## src/rtl/alu_pkg.sv

```systemverilog
package alu_pkg;

  localparam int OP_W = 5;

  localparam logic [OP_W-1:0] OP_ADD  = 5'h00;
  localparam logic [OP_W-1:0] OP_SUB  = 5'h01;
  localparam logic [OP_W-1:0] OP_MULS = 5'h02;
  localparam logic [OP_W-1:0] OP_MULU = 5'h03;
  localparam logic [OP_W-1:0] OP_DIVS = 5'h04;
  localparam logic [OP_W-1:0] OP_DIVU = 5'h05;
  localparam logic [OP_W-1:0] OP_AND  = 5'h06;
  localparam logic [OP_W-1:0] OP_OR   = 5'h07;
  localparam logic [OP_W-1:0] OP_NOR  = 5'h08;
  localparam logic [OP_W-1:0] OP_XOR  = 5'h09;
  localparam logic [OP_W-1:0] OP_CEQ  = 5'h0A;
  localparam logic [OP_W-1:0] OP_CNE  = 5'h0B;
  localparam logic [OP_W-1:0] OP_CGES = 5'h0C;
  localparam logic [OP_W-1:0] OP_CLTS = 5'h0D;
  localparam logic [OP_W-1:0] OP_CGEU = 5'h0E;
  localparam logic [OP_W-1:0] OP_CLTU = 5'h0F;
  localparam logic [OP_W-1:0] OP_SLL  = 5'h10;
  localparam logic [OP_W-1:0] OP_SRL  = 5'h11;
  localparam logic [OP_W-1:0] OP_SRA  = 5'h12;
  localparam logic [OP_W-1:0] OP_ROL  = 5'h13;
  localparam logic [OP_W-1:0] OP_ROR  = 5'h14;
  localparam logic [OP_W-1:0] OP_LAST = OP_ROR;

  // strobes from control to datapath
  typedef struct packed {
    logic takeSingle;
    logic takeBad;
    logic divLoad;
    logic divStep;
    logic divFinish;
  } aluStrobe_t;

  function automatic logic isDivOp(input logic [OP_W-1:0] code);
    return (code == OP_DIVS) || (code == OP_DIVU);
  endfunction

  function automatic logic isKnownOp(input logic [OP_W-1:0] code);
    return code <= OP_LAST;
  endfunction

endpackage

```

## src/rtl/alu_ctrl.sv

```systemverilog
module alu_ctrl
  import alu_pkg::*;
#(
  parameter int DATA_W = 32
) (
  input  logic            clk,
  input  logic            rstN,
  input  logic            opValid,
  input  logic [OP_W-1:0] opCode,
  output aluStrobe_t      strobe,
  output logic            busy,
  output logic            resultValid,
  output logic            badOp
);

  localparam int CNT_W = $clog2(DATA_W + 1);
  localparam logic [CNT_W-1:0] LAST_STEP = CNT_W'(DATA_W - 1);

  typedef enum logic [1:0] {S_IDLE, S_RUN, S_FIN} state_e;

  state_e           state;
  logic [CNT_W-1:0] stepCnt;
  logic             accept;

  assign accept = opValid && (state == S_IDLE);
  assign busy   = (state != S_IDLE);

  always_comb begin
    strobe            = '0;
    strobe.divLoad    = accept && isDivOp(opCode);
    strobe.takeBad    = accept && !isKnownOp(opCode);
    strobe.takeSingle = accept && isKnownOp(opCode) && !isDivOp(opCode);
    strobe.divStep    = (state == S_RUN);
    strobe.divFinish  = (state == S_FIN);
  end

  always_ff @(posedge clk or negedge rstN) begin
    if (!rstN) begin
      state       <= S_IDLE;
      stepCnt     <= '0;
      resultValid <= 1'b0;
      badOp       <= 1'b0;
    end else begin
      resultValid <= strobe.takeSingle || strobe.takeBad || strobe.divFinish;
      badOp       <= strobe.takeBad;
      unique case (state)
        S_IDLE: if (strobe.divLoad) begin
          state   <= S_RUN;
          stepCnt <= '0;
        end
        S_RUN: begin
          stepCnt <= stepCnt + 1'b1;
          if (stepCnt == LAST_STEP) state <= S_FIN;
        end
        S_FIN:   state <= S_IDLE;
        default: state <= S_IDLE;
      endcase
    end
  end

endmodule

```

## src/rtl/alu_datapath.sv

```systemverilog
module alu_datapath
  import alu_pkg::*;
#(
  parameter int DATA_W = 32
) (
  input  logic              clk,
  input  logic              rstN,
  input  aluStrobe_t        strobe,
  input  logic [OP_W-1:0]   opCode,
  input  logic [DATA_W-1:0] srcA,
  input  logic [DATA_W-1:0] srcB,
  output logic [DATA_W-1:0] result
);

  localparam int SH_W = $clog2(DATA_W);

  logic [SH_W-1:0]     shAmt;
  logic [2*DATA_W-1:0] rotL, rotR;
  logic [DATA_W-1:0]   singleRes;

  assign shAmt = srcB[SH_W-1:0];
  assign rotL  = {srcA, srcA} << shAmt;
  assign rotR  = {srcA, srcA} >> shAmt;

  always_comb begin
    singleRes = '0;
    unique case (opCode)
      OP_ADD:            singleRes = srcA + srcB;
      OP_SUB:            singleRes = srcA - srcB;
      OP_MULS, OP_MULU:  singleRes = srcA * srcB;
      OP_AND:            singleRes = srcA & srcB;
      OP_OR:             singleRes = srcA | srcB;
      OP_NOR:            singleRes = ~(srcA | srcB);
      OP_XOR:            singleRes = srcA ^ srcB;
      OP_CEQ:            singleRes = DATA_W'(srcA == srcB);
      OP_CNE:            singleRes = DATA_W'(srcA != srcB);
      OP_CGES:           singleRes = DATA_W'($signed(srcA) >= $signed(srcB));
      OP_CLTS:           singleRes = DATA_W'($signed(srcA) < $signed(srcB));
      OP_CGEU:           singleRes = DATA_W'(srcA >= srcB);
      OP_CLTU:           singleRes = DATA_W'(srcA < srcB);
      OP_SLL:            singleRes = srcA << shAmt;
      OP_SRL:            singleRes = srcA >> shAmt;
      OP_SRA:            singleRes = DATA_W'($signed(srcA) >>> shAmt);
      OP_ROL:            singleRes = rotL[2*DATA_W-1:DATA_W];
      OP_ROR:            singleRes = rotR[DATA_W-1:0];
      default:           singleRes = '0;
    endcase
  end

  // restoring divider on operand magnitudes
  logic              divSigned, negA, negB;
  logic [DATA_W-1:0] magA, magB;
  logic [DATA_W:0]   divRem;
  logic [DATA_W-1:0] divQuo, divDen;
  logic              divNeg;
  logic [DATA_W:0]   remShift;
  logic [DATA_W+1:0] remDiff;

  assign divSigned = (opCode == OP_DIVS);
  assign negA      = divSigned && srcA[DATA_W-1];
  assign negB      = divSigned && srcB[DATA_W-1];
  assign magA      = negA ? (~srcA + 1'b1) : srcA;
  assign magB      = negB ? (~srcB + 1'b1) : srcB;
  assign remShift  = {divRem[DATA_W-1:0], divQuo[DATA_W-1]};
  assign remDiff   = {1'b0, remShift} - {2'b00, divDen};

  always_ff @(posedge clk or negedge rstN) begin
    if (!rstN) begin
      divRem <= '0;
      divQuo <= '0;
      divDen <= '0;
      divNeg <= 1'b0;
      result <= '0;
    end else begin
      if (strobe.divLoad) begin
        divRem <= '0;
        divQuo <= magA;
        divDen <= magB;
        divNeg <= negA ^ negB;
      end else if (strobe.divStep) begin
        if (remDiff[DATA_W+1]) begin
          divRem <= remShift;
          divQuo <= {divQuo[DATA_W-2:0], 1'b0};
        end else begin
          divRem <= remDiff[DATA_W:0];
          divQuo <= {divQuo[DATA_W-2:0], 1'b1};
        end
      end
      if (strobe.takeSingle)     result <= singleRes;
      else if (strobe.takeBad)   result <= '0;
      else if (strobe.divFinish) result <= divNeg ? (~divQuo + 1'b1) : divQuo;
    end
  end

endmodule

```

## src/rtl/alu_core.sv

```systemverilog
module alu_core
  import alu_pkg::*;
#(
  parameter int DATA_W = 32
) (
  input  logic              clk,
  input  logic              rstN,
  input  logic              opValid,
  input  logic [OP_W-1:0]   opCode,
  input  logic [DATA_W-1:0] srcA,
  input  logic [DATA_W-1:0] srcB,
  output logic [DATA_W-1:0] result,
  output logic              resultValid,
  output logic              busy,
  output logic              badOp
);

  aluStrobe_t strobe;

  alu_ctrl #(.DATA_W(DATA_W)) u_ctrl (
    .clk(clk), .rstN(rstN), .opValid(opValid), .opCode(opCode),
    .strobe(strobe), .busy(busy), .resultValid(resultValid), .badOp(badOp)
  );

  alu_datapath #(.DATA_W(DATA_W)) u_dp (
    .clk(clk), .rstN(rstN), .strobe(strobe), .opCode(opCode),
    .srcA(srcA), .srcB(srcB), .result(result)
  );

endmodule

```

## config.mk

```make
export PLATFORM = sky130hd
export DESIGN_NAME = alu_core
export DESIGN_NICKNAME = d
export VERILOG_FILES = /design/src/rtl/alu_pkg.sv /design/src/rtl/alu_ctrl.sv /design/src/rtl/alu_datapath.sv /design/src/rtl/alu_core.sv
export SDC_FILE = /design/constraint.sdc
export NUM_CORES = 2
export LEC_CHECK = 0
export ABC_AREA = 1
export BUFFER_PORTS_ARGS = -buffer_cell sky130_fd_sc_hd__buf_4
export CAP_MARGIN = 5
export CORE_UTILIZATION = 55
export CTS_CLUSTER_SIZE = 20
export DETAILED_ROUTE_END_ITERATION = 10
export PLACE_DENSITY = 0.79
export SYNTH_ARGS = -nofsm -noshare
export SYNTH_HDL_FRONTEND = slang
export SYNTH_SLANG_ARGS = --single-unit
```

## constraint.sdc

```tcl
create_clock -name clk -period 2.3 [get_ports clk]
set_input_delay 0.23 -clock clk [delete_from_list [all_inputs] [get_ports clk]]
set_output_delay 0.23 -clock clk [all_outputs]
set_load 0.01 [all_outputs]
```

==> results of run 1 <==
## per-stage QoR
stage,setup slack [ns],util (%),TNS (ns)
after CTS,-3.84,77.6,-103.99
after detailed placement,-4.51,72.7,-164.57
after floorplan,-4.17,-,-99.22
after global placement,-4.32,72.7,-156.22
## timing repair
item,in CTS
gates resized for setup,508
endpoints found under the setup margin,105
hold buffers,1
endpoints found under the hold margin,49
pin swaps,205
gates cloned,10
buffers inserted,53
## cells by family after synthesis
kind of cell / count (synthesis) / share of synthesized area (%)
simple gates: 2379 / 26.5
buf+inv: 1435 / 15.0
mux: 16 / 0.433
compound gates: 1063 / 15.8
xor+xnor: 84 / 1.99
flops: 139 / 9.40
fa+ha+maj: 667 / 30.9
## routing by layer
layer | GRT overflow | global-route usage, %
met2 | 115 | 91.3
met4 | 62 | 70.2
met1 | 3 | 76.1
met5 | 0 | 27.7
met3 | 6 | 55.2
==> impl_results.md, run 1 <==
* Die Span X at 261 microns
* Ys flop type: dfrtp_1
* Stop stage: 5_1_grt
* H-tree depth at 4
* Yosys Warn Count at 0
* Clock sinks at 139
* Largest cells by area after synthesis: fa_1 22%, nand2_1 16%, inv_1 12%
* CTS Root Cell: clkbuf_16
* Mean Syn Cell Area at 6.40 sq um
* Asr flop ratio synth at 100%
* Number of port buffers at 106
* GP Congestion at 1.18
* Synth cell types at 65
* Count leader, synth: nand2_1
* # IOs at 107
* FP Rows at 94
* Stop err: [ERROR GRT-0232] Routing congestion too high. Check the congestion heatmap in the GUI.
* Pin count of the biggest net entering global routing at 60
* Post-Syn Nets at 6522
* Most frequent cells after synthesis: 1566 x nand2_1, 1136 x inv_1, 515 x o21ai_0
* Post-synth top area cell: fa_1
* Outcome: stopped before the end
* CTS Buf Count at 17
* Detailed placement HPWL at 155000 microns
* Synthesized instance count at 5783
* Total congestion overflow at 186
* Synth top area share at 22.2%
* Placed cells at 7743
* #FFs+latches synth at 139
* Post-synth EDFFs at 0
* Seq/Total Area, Yosys at 9.40%
* Chip Height at 261 microns
* All-layer global routing usage at 73.7%
* Grt repair worst endpoint: u_dp.result[31]$_DFFE_PN0P_/D
* Post-Place Cell Area at 48100 sq um
* Cell Area, Synth at 37000 sq um
* Starting Density at 55.9%
* WEP type: register data pin
* Worst-case clock buffer depth at 2
==> run 2, diff against run 1 <==
- CORE_UTILIZATION: 55 -> 40
- CTS_CLUSTER_SIZE: 20 -> unset
- PLACE_DENSITY: 0.79 -> unset
- PLACE_DENSITY_LB_ADDON: unset -> 0.15
- clock period: 2.3 -> 3 ns (I/O delays scaled with it)
==> run 2 against run 1 <==
  * The flow now finishes, with violations (setup timing)
  * Synthesized cell count is the same
  * Synthesized area is the same
==> impl_results.md, run 2 <==
* Outcome: finished, violations left
* Failing checks: setup timing
* Worst hold margin at 0.247 ns
* Max-Cap Viols at 0
* Fmax at 162 MHz
* Ys flop type: dfrtp_1
* Worst hold endpoint: u_ctrl.badOp$_DFF_PN0_
* Dpl ws at -3.91 ns
* Post-route minimum period at 6.19 ns
* FP Rows at 111
* Max-slew headroom at 41.2%
* #FFs+latches synth at 139
* Worst-case clock buffer depth at 2
* Clk_skew at 0.0214 ns
* Chip Height at 306 microns
* Critical path launch point type: input pin
* WL/cell at 23.9 microns
* Synth-to-Final Area Change at 34.6%
* Pin count of the biggest net entering global routing at 77
* Synth top area share at 22.2%
* Post-synth EDFFs at 0
* Setup violators final at 29
* Mean Syn Cell Area at 6.40 sq um
* Synth cell types at 65
* First-pass GRT wire length at 274000 microns
* Unrepaired setup endpoints after global routing: true
* Clock Pin Slew Worst Setup and Hold Paths at 0.07 ns
* Share of layout cells above drive strength 1 at 24.2%
* Commonest non-fill, non-tap cells in the layout: 1518 x nand2_1, 1094 x inv_1, 998 x buf_4, 486 x o21ai_0, 359 x fa_1
* Synthesized instance count at 5783
* Asr flop ratio synth at 100%
* Antenna violations before repair at 11
* Largest cells by area after synthesis: fa_1 22%, nand2_1 16%, inv_1 12%
* Total Die Area at 93800 sq um
* Worst hold path cell count at 4
* CP Class: input pin to flip-flop
* Post-Place Cell Area at 46400 sq um
* Vias in the first global route at 41.9k
* WL final at 188000 microns
* FILL cells at 9223
* Post-synth top area cell: fa_1
* Setup slack, reg-to-reg at 0.12 ns
* DRC at 0
* Worst setup EP type: flip-flop
* Iter 0 DRT Violations at 4176
* Final Max Slew Viols at 0
* H-tree depth at 4
* Seq/Total Area, Yosys at 9.40%
* Via-to-Cell Ratio at 5.40
* Design Area, Final at 49800 sq um
* R2R cell count at 17
* Worst-Skew Late Latency at 0.47 ns
* Clock sinks at 139
* All-layer global routing usage at 39.7%
* WP data required at 3.34 ns
* Die Span X at 306 microns
* Hold Vio Cnt, Final at 0
* Detailed-route via count at 42.5k
* Hold Crit Class: input pin to flip-flop
* Post-Syn Nets at 6522
* Crit path max fanout at 6
* Routed Antenna Nets at 0
* Number of port buffers at 106
* Starting Density at 40.4%
* Post-route setup slack at -3.19 ns
* Leading cell type in the layout, fill and taps excluded: nand2_1
* Yosys Warn Count at 0
* Total congestion overflow at 0
* # IOs at 107
* TritonCTS clock tree: built
* Fin nets at 7404
* Hold_sp: opCode[4]
* GP Congestion at 1.07
* Detailed placement HPWL at 155000 microns
* Reg2Reg Capture Point: u_dp.result[30]$_DFFE_PN0P_
* Drt pass-1 iters at 6
* Cell Area, Synth at 37000 sq um
* Final period utilization at 206%
* CTS Root Cell: clkbuf_16
* Worst R2R Start: u_dp.divQuo[0]$_DFFE_PN0P_
* Count leader, synth: nand2_1
* Least-Margin Pin Slew at 0.882 ns
* Crit path arrival time at 6.53 ns
* Core Region at 91700 sq um
* CTS Buf Count at 17
* Most frequent cells after synthesis: 1566 x nand2_1, 1136 x inv_1, 515 x o21ai_0
-- run 2: cell counts after synthesis --
No cell type changed its count.
-- run 2: cell families after synthesis --
group / after synthesis / share of synthesized area (%)
DFF: 139 / 9.40
muxes: 16 / 0.433
xor gates and xnor gates: 84 / 1.99
AOI/OAI and AO/OA: 1063 / 15.8
buffers and inverters: 1435 / 15.0
adders and majority gates: 667 / 30.9
and+or+nand+nor: 2379 / 26.5
-- run 2: worst max-delay path by stage --
stage / slack (ns) / startpoint / cells past startpoint / end
5_1_grt: -3.37 / srcB[3] / 30 / u_dp.result[24]$_DFFE_PN0P_
3_5_place_dp: -3.91 / srcA[10] / 29 / u_dp.result[20]$_DFFE_PN0P_
2_1_floorplan: -3.54 / srcB[3] / 30 / u_dp.result[23]$_DFFE_PN0P_
3_3_place_gp: -3.85 / srcA[10] / 30 / u_dp.result[24]$_DFFE_PN0P_
4_1_cts: -3.10 / srcB[2] / 27 / u_dp.result[20]$_DFFE_PN0P_
6_report: -3.19 / srcB[2] / 28 / u_dp.result[20]$_DFFE_PN0P_
-- run 2: final cells by class --
| type | instances | area [sq um] | share of cell area [%] |
|---|---|---|---|
| multi-input cells | 4209 | 29900 | 60.1 |
| repair buffers | 1146 | 9980 | 20.0 |
| inverters | 1152 | 4330 | 8.69 |
| flip-flops and latches | 139 | 3480 | 6.98 |
| well taps | 1186 | 1480 | 2.98 |
| clock buffers | 18 | 429 | 0.861 |
| clock inverters | 14 | 151 | 0.304 |
| diodes | 7 | 17.5 | 0.0352 |
-- run 2: critical path, cell delays in order --
cell	delay (ns)
buf_12	0.12
buf_6	0.12
nand2_4	0.04
inv_2	0.04
fa_1	0.54
inv_2	0.04
fa_1	0.48
fa_1	0.52
fa_1	0.51
inv_1	0.05
fa_1	0.48
inv_1	0.05
fa_1	0.49
inv_2	0.04
fa_2	0.46
fa_2	0.62
ha_4	0.22
nand2_4	0.10
buf_4	0.12
o21ai_2	0.07
a21oi_2	0.12
nand3_2	0.11
or2_2	0.30
nand3_2	0.07
buf_6	0.12
nand4_1	0.18
nand2_1	0.11
a21oi_1	0.06
-- run 2: timing repair --
action                                 4_1_cts  5_1_grt
gates resized for setup                    298      255
buffers inserted                            12       34
gates cloned                                 4        4
pin swaps                                  138      206
setup endpoints to repair                   35       36
hold buffers                                 1        0
endpoints found under the hold margin       64        0
-- run 2: stage by stage --
| step | util (%) | TNS (ns) | std cells |
|---|---|---|---|
| floorplan | - | -80.55 | 5783 |
| global placement | 50.6 | -107.82 | 7781 |
| detailed placement | 50.6 | -108.80 | 7781 |
| CTS | 52.8 | -73.52 | 7827 |
| global route | 54.3 | -79.49 | 7867 |
| finish | 54.4 | -74.63 | 7871 |
-- run 2: routing by layer --
metal	routed length [microns]	share of wire [%]	global-route usage [%]	up-vias
met5	57	0.030	0	-
met4	13000	6.9	22.2	8
met3	14900	7.9	6.64	402
met2	81600	43	61.6	1883
met1	78400	42	52.2	20500
li1	-	-	-	19800
Power of run 2 is left out: the tool's default activity adds up to more than one toggle a clock period on the data nets, which glitch-free logic cannot reach.
